$ cat src/rtl/txr_pkg.sv
// Package: shared constants and the state type of the transmit ring walker.
// Assumes 32-bit words and the two-word descriptor layout described in the brief.
package txr_pkg;
    localparam int WORD_W      = 32;
    localparam int HALF_W      = 16;
    localparam int DESC_STRIDE = 8;
    localparam int FLG_READY   = 15;
    localparam int FLG_WRAP    = 13;
    localparam int FLG_LAST    = 11;

    typedef enum logic [2:0] {
        ST_IDLE,
        ST_HDR,
        ST_PTR,
        ST_BYTES,
        ST_CLOSE,
        ST_RETIRE
    } txr_state_e;
endpackage

$ cat src/rtl/txr_ring_ptr.sv
// Module: holds the ring base and the current descriptor pointer.
// A base write aligns the value to a word and also reloads the pointer.
// A step either wraps to the base or advances by one descriptor stride.
// A base write wins over a step in the same cycle.
module txr_ring_ptr
    import txr_pkg::*;
#(
    parameter int AW = 32
) (
    input  logic          clk,
    input  logic          rst_n,
    input  logic          base_we,
    input  logic [AW-1:0] base_wdata,
    input  logic          step,
    input  logic          step_wrap,
    output logic [AW-1:0] ring_base,
    output logic [AW-1:0] cur_ptr
);
    localparam logic [AW-1:0] STRIDE = AW'(DESC_STRIDE);

    // Update the base register and the walking pointer.
    always_ff @(posedge clk) begin
        if (!rst_n) begin
            ring_base <= '0;
            cur_ptr   <= '0;
        end else if (base_we) begin
            ring_base <= {base_wdata[AW-1:2], 2'b00};
            cur_ptr   <= {base_wdata[AW-1:2], 2'b00};
        end else if (step) begin
            cur_ptr <= step_wrap ? ring_base : cur_ptr + STRIDE;
        end
    end


    base_load_chk: assert property (@(posedge clk) disable iff (!rst_n)
        base_we |=> (cur_ptr == {$past(base_wdata[AW-1:2]), 2'b00}) && (ring_base == cur_ptr));
endmodule

$ cat src/rtl/txr_word_cache.sv
// Module: keeps the most recently fetched buffer word and its tag.
// Picks out one byte by address lane, with lane 0 as the most significant byte.
// It is invalidated whenever a new descriptor is loaded, so stale memory is never reused.
module txr_word_cache
    import txr_pkg::*;
#(
    parameter int AW = 32
) (
    input  logic              clk,
    input  logic              rst_n,
    input  logic              inval,
    input  logic              fill,
    input  logic [AW-1:0]     fill_addr,
    input  logic [WORD_W-1:0] fill_data,
    input  logic [AW-1:0]     look_addr,
    output logic              hit,
    output logic [7:0]        byte_out
);
    localparam int LANES = WORD_W / 8;

    logic              vld_q;
    logic [AW-3:0]     tag_q;
    logic [WORD_W-1:0] word_q;
    logic [7:0]        lane_b [LANES];

    // Capture a fetched word or drop the cached one.
    always_ff @(posedge clk) begin
        if (!rst_n) begin
            vld_q  <= 1'b0;
            tag_q  <= '0;
            word_q <= '0;
        end else if (inval) begin
            vld_q <= 1'b0;
        end else if (fill) begin
            vld_q  <= 1'b1;
            tag_q  <= fill_addr[AW-1:2];
            word_q <= fill_data;
        end
    end

    // Split the word into big-endian byte lanes.
    for (genvar g = 0; g < LANES; g++) begin : g_lane
        assign lane_b[g] = word_q[WORD_W-1-8*g -: 8];
    end

    // Report a hit and select the addressed lane.
    always_comb begin
        hit      = vld_q && (tag_q == look_addr[AW-1:2]);
        byte_out = lane_b[look_addr[1:0]];
    end
endmodule

$ cat src/rtl/txr_hold_stage.sv
// Module: a one-byte hold-back followed by the output register of the stream.
// A byte is released to the output only when its successor arrives.
// A close request instead releases the held byte with the last marker set.
// Assumes the producer does not offer a byte and request a close in the same cycle.
module txr_hold_stage (
    input  logic       clk,
    input  logic       rst_n,
    input  logic       in_valid,
    input  logic [7:0] in_byte,
    output logic       in_ready,
    input  logic       close_req,
    output logic       close_ack,
    output logic       tx_valid,
    output logic [7:0] tx_data,
    output logic       tx_last,
    input  logic       tx_ready
);
    logic       hv_q;
    logic [7:0] hb_q;
    logic       out_free;

    // Work out when the output slot is free and when a close can finish.
    always_comb begin
        out_free  = !tx_valid || tx_ready;
        in_ready  = !hv_q || out_free;
        close_ack = close_req && (!hv_q || out_free);
    end

    // Move bytes from the hold slot into the output register.
    always_ff @(posedge clk) begin
        if (!rst_n) begin
            hv_q     <= 1'b0;
            hb_q     <= '0;
            tx_valid <= 1'b0;
            tx_data  <= '0;
            tx_last  <= 1'b0;
        end else begin
            if (tx_valid && tx_ready) tx_valid <= 1'b0;
            if (in_valid && in_ready) begin
                if (hv_q) begin
                    tx_valid <= 1'b1;
                    tx_data  <= hb_q;
                    tx_last  <= 1'b0;
                end
                hb_q <= in_byte;
                hv_q <= 1'b1;
            end else if (close_req && hv_q && out_free) begin
                tx_valid <= 1'b1;
                tx_data  <= hb_q;
                tx_last  <= 1'b1;
                hv_q     <= 1'b0;
            end
        end
    end


    stream_hold_chk: assert property (@(posedge clk) disable iff (!rst_n)
        tx_valid && !tx_ready |=> tx_valid && $stable(tx_data) && $stable(tx_last));
endmodule

$ cat src/rtl/txring_engine.sv
// Module: the transmit descriptor ring walker (top level).
// Once kicked, it reads each descriptor, streams that buffer's bytes, and writes the header back with the ready flag cleared.
// A pass ends at the first descriptor that is not ready, or after MAX_DESC descriptors.
// Assumes the memory port acknowledges each request exactly once.
// Assumes the ring base is not written during a pass.
module txring_engine
    import txr_pkg::*;
#(
    parameter int FRAME_CAP = 2032,
    parameter int MAX_DESC  = 1024
) (
    input  logic        clk,
    input  logic        rst_n,
    input  logic        enable,
    input  logic        kick,
    input  logic        base_we,
    input  logic [31:0] base_wdata,
    output logic [31:0] ring_base,
    output logic [31:0] cur_ptr,
    output logic        mem_req,
    output logic        mem_we,
    output logic [31:0] mem_addr,
    output logic [31:0] mem_wdata,
    input  logic        mem_ack,
    input  logic [31:0] mem_rdata,
    output logic        tx_valid,
    output logic [7:0]  tx_data,
    output logic        tx_last,
    input  logic        tx_ready,
    output logic        evt_txbuf,
    output logic        evt_txframe,
    output logic        evt_babble
);
    localparam int AW     = 32;
    localparam int LEN_W  = HALF_W;
    localparam int FCNT_W = $clog2(FRAME_CAP + 1);
    localparam int DCNT_W = $clog2(MAX_DESC + 1);

    txr_state_e          state_q;
    logic                pend_q;
    logic [HALF_W-1:0]   flags_q;
    logic [LEN_W-1:0]    len_q;
    logic [AW-1:0]       bufp_q;
    logic [LEN_W-1:0]    take_q;
    logic [LEN_W-1:0]    idx_q;
    logic [FCNT_W-1:0]   fcnt_q;
    logic [DCNT_W-1:0]   dcnt_q;

    logic                go;
    logic                done;
    logic [AW-1:0]       byte_addr;
    logic [LEN_W-1:0]    room;
    logic                hit;
    logic [7:0]          cache_byte;
    logic                in_valid;
    logic                in_ready;
    logic                close_req;
    logic                close_ack;
    logic                step;
    logic                inval;
    logic                fill;

    // Decode conditions that depend on the current state.
    always_comb begin
        go        = (state_q == ST_IDLE) && (pend_q || (kick && enable));
        done      = (idx_q == take_q);
        byte_addr = bufp_q + AW'(idx_q);
        room      = LEN_W'(FRAME_CAP) - LEN_W'(fcnt_q);
        in_valid  = (state_q == ST_BYTES) && !done && hit;
        close_req = (state_q == ST_CLOSE);
        step      = (state_q == ST_RETIRE) && mem_ack;
        inval     = (state_q == ST_PTR) && mem_ack;
        fill      = (state_q == ST_BYTES) && mem_ack;
    end

    // Drive the memory master port from the state.
    always_comb begin
        mem_req   = 1'b0;
        mem_we    = 1'b0;
        mem_addr  = cur_ptr;
        mem_wdata = '0;
        case (state_q)
            ST_HDR: mem_req = 1'b1;
            ST_PTR: begin
                mem_req  = 1'b1;
                mem_addr = cur_ptr + 32'd4;
            end
            ST_BYTES: begin
                mem_req  = !done && !hit;
                mem_addr = {byte_addr[AW-1:2], 2'b00};
            end
            ST_RETIRE: begin
                mem_req   = 1'b1;
                mem_we    = 1'b1;
                mem_wdata = {flags_q & ~(HALF_W'(1) << FLG_READY), len_q};
            end
            default: mem_req = 1'b0;
        endcase
    end

    // Remember a kick that arrives while a pass is already running.
    always_ff @(posedge clk) begin
        if (!rst_n)                                  pend_q <= 1'b0;
        else if (go)                                 pend_q <= 1'b0;
        else if (kick && enable && state_q != ST_IDLE) pend_q <= 1'b1;
    end

    // Main sequencer: header, pointer, bytes, close, retire.
    always_ff @(posedge clk) begin
        if (!rst_n) begin
            state_q     <= ST_IDLE;
            flags_q     <= '0;
            len_q       <= '0;
            bufp_q      <= '0;
            take_q      <= '0;
            idx_q       <= '0;
            fcnt_q      <= '0;
            dcnt_q      <= '0;
            evt_txbuf   <= 1'b0;
            evt_txframe <= 1'b0;
            evt_babble  <= 1'b0;
        end else begin
            evt_txbuf   <= 1'b0;
            evt_txframe <= 1'b0;
            evt_babble  <= 1'b0;
            case (state_q)
                ST_IDLE: if (go) begin
                    dcnt_q  <= '0;
                    state_q <= ST_HDR;
                end
                ST_HDR: if (mem_ack) begin
                    flags_q <= mem_rdata[31:16];
                    len_q   <= mem_rdata[15:0];
                    state_q <= mem_rdata[16+FLG_READY] ? ST_PTR : ST_IDLE;
                end
                ST_PTR: if (mem_ack) begin
                    bufp_q <= mem_rdata;
                    idx_q  <= '0;
                    if (len_q > room) begin
                        take_q     <= room;
                        evt_babble <= 1'b1;
                    end else begin
                        take_q <= len_q;
                    end
                    state_q <= ST_BYTES;
                end
                ST_BYTES: begin
                    if (in_valid && in_ready) begin
                        idx_q  <= idx_q + 1'b1;
                        fcnt_q <= fcnt_q + 1'b1;
                    end
                    if (done) state_q <= flags_q[FLG_LAST] ? ST_CLOSE : ST_RETIRE;
                end
                ST_CLOSE: if (close_ack) begin
                    fcnt_q  <= '0;
                    state_q <= ST_RETIRE;
                end
                ST_RETIRE: if (mem_ack) begin
                    evt_txbuf   <= 1'b1;
                    evt_txframe <= flags_q[FLG_LAST];
                    dcnt_q      <= dcnt_q + 1'b1;
                    state_q     <= (dcnt_q + 1'b1 == DCNT_W'(MAX_DESC)) ? ST_IDLE : ST_HDR;
                end
                default: state_q <= ST_IDLE;
            endcase
        end
    end

    txr_ring_ptr #(.AW(AW)) u_ptr (
        .clk        (clk),
        .rst_n      (rst_n),
        .base_we    (base_we),
        .base_wdata (base_wdata),
        .step       (step),
        .step_wrap  (flags_q[FLG_WRAP]),
        .ring_base  (ring_base),
        .cur_ptr    (cur_ptr)
    );

    txr_word_cache #(.AW(AW)) u_cache (
        .clk       (clk),
        .rst_n     (rst_n),
        .inval     (inval),
        .fill      (fill),
        .fill_addr (mem_addr),
        .fill_data (mem_rdata),
        .look_addr (byte_addr),
        .hit       (hit),
        .byte_out  (cache_byte)
    );

    txr_hold_stage u_hold (
        .clk       (clk),
        .rst_n     (rst_n),
        .in_valid  (in_valid),
        .in_byte   (cache_byte),
        .in_ready  (in_ready),
        .close_req (close_req),
        .close_ack (close_ack),
        .tx_valid  (tx_valid),
        .tx_data   (tx_data),
        .tx_last   (tx_last),
        .tx_ready  (tx_ready)
    );


    mem_hold_chk: assert property (@(posedge clk) disable iff (!rst_n)
        mem_req && !mem_ack |=> mem_req && $stable(mem_addr) && $stable(mem_we) && $stable(mem_wdata));


    frame_cap_chk: assert property (@(posedge clk) disable iff (!rst_n)
        fcnt_q <= FCNT_W'(FRAME_CAP));


    desc_limit_chk: assert property (@(posedge clk) disable iff (!rst_n)
        dcnt_q <= DCNT_W'(MAX_DESC));


    kick_gate_chk: assert property (@(posedge clk) disable iff (!rst_n)
        (state_q == ST_IDLE) && !pend_q && !enable |=> (state_q == ST_IDLE));


    retire_event_chk: assert property (@(posedge clk) disable iff (!rst_n)
        evt_txframe |-> evt_txbuf);
endmodule

$ cat config.mk
export PLATFORM = sky130hd
export DESIGN_NAME = txring_engine
export DESIGN_NICKNAME = d
export VERILOG_FILES = /design/src/rtl/txr_pkg.sv /design/src/rtl/txr_ring_ptr.sv /design/src/rtl/txr_word_cache.sv /design/src/rtl/txr_hold_stage.sv /design/src/rtl/txring_engine.sv
export SDC_FILE = /design/constraint.sdc
export NUM_CORES = 1
export LEC_CHECK = 0
export ABC_AREA = 1
export BUFFER_PORTS_ARGS = -buffer_cell sky130_fd_sc_hd__clkbuf_2
export CAP_MARGIN = 20
export CORE_MARGIN = 2
export CORE_UTILIZATION = 55
export CTS_CLUSTER_DIAMETER = 200
export DETAILED_ROUTE_END_ITERATION = 8
export PLACE_DENSITY = 0.87
export SLEW_MARGIN = 20
export SYNTH_ARGS = -nofsm -noshare
export SYNTH_HDL_FRONTEND = slang
export SYNTH_SLANG_ARGS = --single-unit
$ cat constraint.sdc
create_clock -name clk -period 4.27 [get_ports clk]
set_input_delay 0.427 -clock clk [delete_from_list [all_inputs] [get_ports clk]]
set_output_delay 0.427 -clock clk [all_outputs]
set_load 0.005 [all_outputs]
==> flow_summary.json, run 1 <==
{
  "drcViolationCount": 0,
  "final_common_cell": "nand2_1",
  "viasPerCell": 5.62,
  "area_growth_pct": 14.5,
  "relSlewSlack": 0.365,
  "synth_cell_types": 51,
  "final_cell_mix": "504 x nand2_1, 354 x inv_1, 268 x dfxtp_1",
  "wl_per_cell_um": 17.1,
  "totalWireLength_mm": 50.7,
  "critPathTopFamily": "simple AND/OR/NAND/NOR gates",
  "internal_power_mw": 5.31,
  "synth_area_sq_mm": 0.0156,
  "root_buffer": "clkbuf_16",
  "num_antenna_cells": 0,
  "yosys_warnings": 0,
  "clk_pin_slew_ns": 0.06,
  "crit_type": "flop to primary output",
  "critPathMaxStageDelay_ns": 0.42,
  "p_total_mw": 8.35,
  "num_vias": 16700,
  "crit_fanout": 8,
  "cts_tree": "built",
  "p_sw_mw": 3.03,
  "slowest_stage": "nor3_1",
  "grt_pass1_wl_mm": 80.5,
  "drive_gt1_frac": 0.120,
  "timing.final.crit_share": 0.956,
  "cts_buffer_depth": 3,
  "grt.total_usage": 0.330,
  "synth.top_cell.area_share": 0.343,
  "cap_violations": 0,
  "place_ws_ns": 0.604,
  "fin_ws_ns": 0.186,
  "vdd_drop_max_mv": 0.300,
  "cp-start-kind": "flop",
  "portBuffers": 208,
  "h-tree-depth": 1,
  "tns_ns": 0,
  "synthFlopType": "dfxtp_1",
  "seqPwrFrac": 0.369,
  "async_reset_ff_frac": 0,
  "die_x_um": 173,
  "fillCellCount": 2537,
  "rsz0062_at_grt": "no",
  "routabilityCongestion": 0.929,
  "fmax_mhz": 245,
  "p_clk_frac": 0.335,
  "yosys.area.top_type": "dfxtp_1",
  "synth-edff-count": 0,
  "drt_pass1_iterations": 6,
  "min_period_ns": 4.08,
  "antenna_found_initial": 0,
  "core_area_sq_mm": 0.0279,
  "power_frac_comb": 0.296,
  "max_slew.worst_pin.slew_ns": 0.953,
  "rows": 61,
  "netlist_instances": 2424,
  "drtIter0Drc": 1653,
  "setup_viol": 0,
  "ys_seq_elements": 268,
  "cts.sinks": 268,
  "p_per_area_mw_per_mm2": 467,
  "syn_area_per_cell_sq_um": 6.44,
  "ant_nets": 0,
  "leakage_nw": 8.09,
  "critPathArrivalTime_ns": 3.66,
  "dp_hpwl_mm": 38.1,
  "grt_max_degree": 96,
  "synth.yosys.seq_area_share": 0.343,
  "die_y_um": 173,
  "clk_latency_ns": 0.57,
  "postCtsSetupBuffers": 0,
  "synth_area_leaders": "dfxtp_1 34%, nand2_1 12%, inv_1 8.6%, o21ai_0 7.5%, a21oi_1 6.9%",
  "grt_pass1_vias": 15400,
  "fin_skew_ns": 0.0154,
  "die_area_sq_mm": 0.0298,
  "cts_made_buffers": 29,
  "initial_core_util": 0.561,
  "endpoint_kind": "primary output",
  "final_nets": 2682,
  "status": "finished, final reports clean",
  "worstPathRequired_ns": 3.84,
  "path_buf_inv": 4,
  "power.switching_fraction": 0.363,
  "report.final.hold_viol_count": 0,
  "path_cells": "inv_1 > nor2_1 > inv_1 > nor2_1 > inv_1 > nor3_1 > nand2_1 > xnor2_1 > nor2_1 > a31oi_1 > clkbuf_2",
  "min_path_type": "primary input to flop",
  "overflow": 0,
  "drv_slew": 0,
  "boundaryPins": 214
}
## stage by stage
step / instance area [sq um] / instances / utilization / hold WS, ns
global placement: 16800 / 2919 / 0.604 / 0.435
floorplan: 15600 / 2426 / - / 0.425
CTS: 17900 / 2972 / 0.642 / 0.112
finish: 17900 / 2972 / 0.642 / 0.128
global route: 17900 / 2972 / 0.642 / 0.126
detailed placement: 16800 / 2919 / 0.604 / 0.443
## routing by layer
metal	routed length, um	share of wire	GRT usage	up-vias
met5	0	0	0	-
met4	2450	0.048	0.153	0
met3	3840	0.076	0.0488	156
met2	23900	0.47	0.559	736
met1	20500	0.40	0.416	7628
li1	-	-	-	8173
## worst register-to-register path, cell delays in order, from the launching register on
cell      delay, ns
dfxtp_1        0.38
inv_1          0.05
nor2_1         0.39
inv_1          0.26
nor2_2         0.59
inv_2          0.50
nor2_2         0.25
clkinv_2       0.74
o21ai_0        0.46
a21oi_1        0.07
## final cells by class
type,instances,area (sq um),share of cell area
clock buffer,40,827,0.0462
clock inverter,13,235,0.0132
inverter,361,1360,0.0758
multi-input combinational,1686,8450,0.473
sequential,268,5370,0.300
tap,378,473,0.0264
timing repair buffer,226,1180,0.0659
## power groups by stage
stage,combinational [mW],sequential (mW),clock [mW]
final,2.47,3.08,2.80
after global routing,2.77,3.11,2.93
after CTS,2.43,3.07,2.81
after detailed placement,2.41,3.12,0
after global placement,2.34,3.11,0
after floorplan,1.73,3.02,0
## registers in the layout, indices dropped and copies added, names as in the netlist, 3 cells and up
register         cells
u_hold.tx_data       8
u_cache.tag_q       30
state_q              3
u_cache.lane_b      32
take_q              16
bufp_q              32
u_ptr.cur_ptr       32
len_q               16
idx_q               16
dcnt_q              11
flags_q             15
fcnt_q              11
u_hold.hb_q          8
u_ptr.ring_base     30
## repair_timing
action | CTS | global route
hold buffers | 0 | 0
resized for setup | 0 | 1
setup endpoints to repair | 0 | 1
## worst paths after layout
path         slack, ns  cells past startpoint                  end               start
min reg2reg       0.45                      2   u_cache.lane_b[29]  u_cache.lane_b[29]
max               0.19                     11         mem_addr[15]          state_q[1]
min               0.13                      3  u_ptr.ring_base[12]      base_wdata[12]
max reg2reg       0.45                      9   u_cache.lane_b[28]          state_q[1]
## cell families (layout without fill, tap and decap cells)
| logic type | Yosys count | in the layout | share of synthesized area |
|---|---|---|---|
| XOR/XNOR | 74 | 74 | 0.0433 |
| other | 1 | 3 | 0.000240 |
| AO/OA/AOI/OAI | 554 | 554 | 0.190 |
| buffers and inverters | 472 | 640 | 0.116 |
| AND/OR/NAND/NOR | 1016 | 1016 | 0.275 |
| adder cells (fa/ha/maj) | 39 | 39 | 0.0317 |
| flip-flops | 268 | 268 | 0.343 |
## synth_stat cells, drive strengths merged, types with 8 or more instances
cell,instances
a21oi,217
a31oi,31
buf,20
clkbuf,91
dfxtp,268
ha,38
inv,359
nand2,508
nand3,180
nand4,21
nor2,247
nor3,34
nor4,8
o211ai,9
o21ai,236
o22ai,31
xnor2,16
xor2,56
Note: power is estimated with default switching activity, not from simulation.
==> run 2, diff against run 1 <==
CAP_MARGIN = default   (was 20)
REMOVE_ABC_BUFFERS = 1   (was default)
==> flow_summary.json, run 2 (synthesis results as in run 1) <==
{
  "status": "finished, final reports clean",
  "final_nets": 2682,
  "drv_slew": 0,
  "root_buffer": "clkbuf_16",
  "cts_buffer_depth": 3,
  "crit_path_start": "idx_q[0]",
  "crit_type": "flop to primary output",
  "totalWireLength_mm": 50.0,
  "cts_made_buffers": 30,
  "clk_latency_ns": 0.56,
  "met3_usage": 0.0528,
  "initial_core_util": 0.561,
  "viasPerCell": 5.59,
  "drive_gt1_frac": 0.121,
  "report.final.hold_viol_count": 0,
  "p_sw_mw": 3.04,
  "drt_pass1_iterations": 5,
  "num_antenna_cells": 0,
  "r2r_setup_slack_ns": 0.53,
  "drcViolationCount": 0,
  "crit_path_frequent_cell": "nand2_1",
  "busiest_layer": "met2",
  "routabilityCongestion": 0.964,
  "min_period_ns": 3.95,
  "leakage_nw": 8.07,
  "h-tree-depth": 1,
  "cp-start-kind": "flop",
  "reg2reg_to": "u_cache.lane_b[24]",
  "portBuffers": 208,
  "use_met1": 0.432,
  "ant_nets": 0,
  "cts-resized-gates": 0,
  "whs_path_depth": 3,
  "power_frac_comb": 0.298,
  "worstPathRequired_ns": 3.84,
  "rows": 61,
  "p_total_mw": 8.32,
  "drtIter0Drc": 1716,
  "p_per_area_mw_per_mm2": 465,
  "min_path_type": "primary input to flop",
  "internal_power_mw": 5.28,
  "boundaryPins": 214,
  "grt.total_usage": 0.323,
  "die_y_um": 173,
  "holdBufCountCts": 0,
  "fmax_mhz": 253,
  "max_slew.worst_pin.slew_ns": 0.995,
  "cap_violations": 0,
  "postCtsSetupBuffers": 0,
  "fin_ws_ns": 0.317,
  "cts.sinks": 268,
  "clk_pin_slew_ns": 0.06,
  "vdd_drop_max_mv": 0.285,
  "critPathArrivalTime_ns": 3.53,
  "grt_pass1_vias": 15500,
  "p_clk_frac": 0.331,
  "num_vias": 16600,
  "antenna_found_initial": 0,
  "cts_tree": "built",
  "relSlewSlack": 0.335,
  "overflow": 0,
  "final_common_cell": "nand2_1",
  "final_cell_mix": "504 x nand2_1, 354 x inv_1, 267 x dfxtp_1",
  "die_area_sq_mm": 0.0298,
  "wl_per_cell_um": 16.8,
  "endpoint_kind": "primary output",
  "rr_worst_depth": 9,
  "power.switching_fraction": 0.365,
  "place_ws_ns": 0.539,
  "grt_pass1_wl_mm": 79.4,
  "area_growth_pct": 14.4,
  "slowest_stage": "fa_1",
  "seqPwrFrac": 0.370,
  "endpoint": "mem_req",
  "grt_max_degree": 102,
  "fin_skew_ns": 0.0134,
  "timing.rr.start": "state_q[1]",
  "critPathMaxStageDelay_ns": 0.45,
  "grtUsageMet2": 0.536,
  "crit_fanout": 6,
  "dp_hpwl_mm": 36.5,
  "die_x_um": 173,
  "setup_viol": 0,
  "rsz0062_at_grt": "no",
  "core_area_sq_mm": 0.0279,
  "timing.final.crit_share": 0.926,
  "path_cells": "ha_2 > fa_1 > nand2_1 > nand2_1 > nand3_1 > nand2_2 > nand2_1 > nand2_1 > nand2_1 > nand2_1 > nand2_1 > nand2_1 > nand2_1 > nand2_1 > nor2_1 > nand3_1 > nor2_2 > nand2_1 > nand2_1 > nand2_1 > clkbuf_2"
}
-- run 2: changes by cell type in the layout (fill, tap and decap cells not counted), moves of 2 or more --
| cell | change |
|---|---|
| buf_4 | -2 |
| clkbuf_16 | +2 |
| clkinvlp_4 | +2 |
| bufinv_16 | -2 |
-- run 2: final cells by class --
cell class                 instances  area, sq um
fill                            2524         9980
multi-input combinational       1686         8460
sequential                       268         5370
inverter                         361         1360
timing repair buffer             225         1170
clock buffer                      42          877
tap                              378          473
clock inverter                    12          174
-- run 2: how the worst min path moves through the flow --
| stage | startpoint | end |
|---|---|---|
| 2_1_floorplan | u_cache.lane_b[24] | u_cache.lane_b[24] |
| 3_3_place_gp | u_cache.lane_b[30] | u_cache.lane_b[30] |
| 3_5_place_dp | u_cache.lane_b[25] | u_cache.lane_b[25] |
| 4_1_cts | base_wdata[11] | u_ptr.ring_base[11] |
| 5_1_grt | mem_rdata[20] | u_cache.lane_b[20] |
| 6_report | base_wdata[8] | u_ptr.ring_base[8] |
-- run 2: power groups by stage --
stage / clock network [mW] / registers [mW] / logic, mW
final: 2.76 / 3.08 / 2.48
after CTS: 2.77 / 3.06 / 2.43
after global routing: 2.87 / 3.11 / 2.77
after detailed placement: 0 / 3.11 / 2.41
after floorplan: 0 / 3.04 / 1.61
after global placement: 0 / 3.10 / 2.34
-- run 2: routing by layer --
layer,vias to the layer above,share of wire
met3,100,0.090
li1,8184,-
met1,7577,0.43
met2,765,0.45
met4,0,0.029
met5,-,0
-- run 2: critical path, delay by kind of cell (launching register included) --
kind | cells | cell delay (ns)
DFF | 1 | 0.37
and+or+nand+nor | 18 | 1.80
buffers and inverters | 1 | 0.11
adders and majority gates | 2 | 0.68
-- run 2: through the flow --
stage          hold slack, ns  setup TNS [ns]  instance area, sq um  utilization  cells
2_1_floorplan           0.424          -63.33                 15200            -   2315
3_3_place_gp            0.434               0                 16800        0.604   2918
3_5_place_dp            0.443               0                 16800        0.604   2918
4_1_cts                 0.121               0                 17900        0.641   2972
5_1_grt                 0.138               0                 17900        0.642   2972
6_report                0.136               0                 17900        0.642   2972
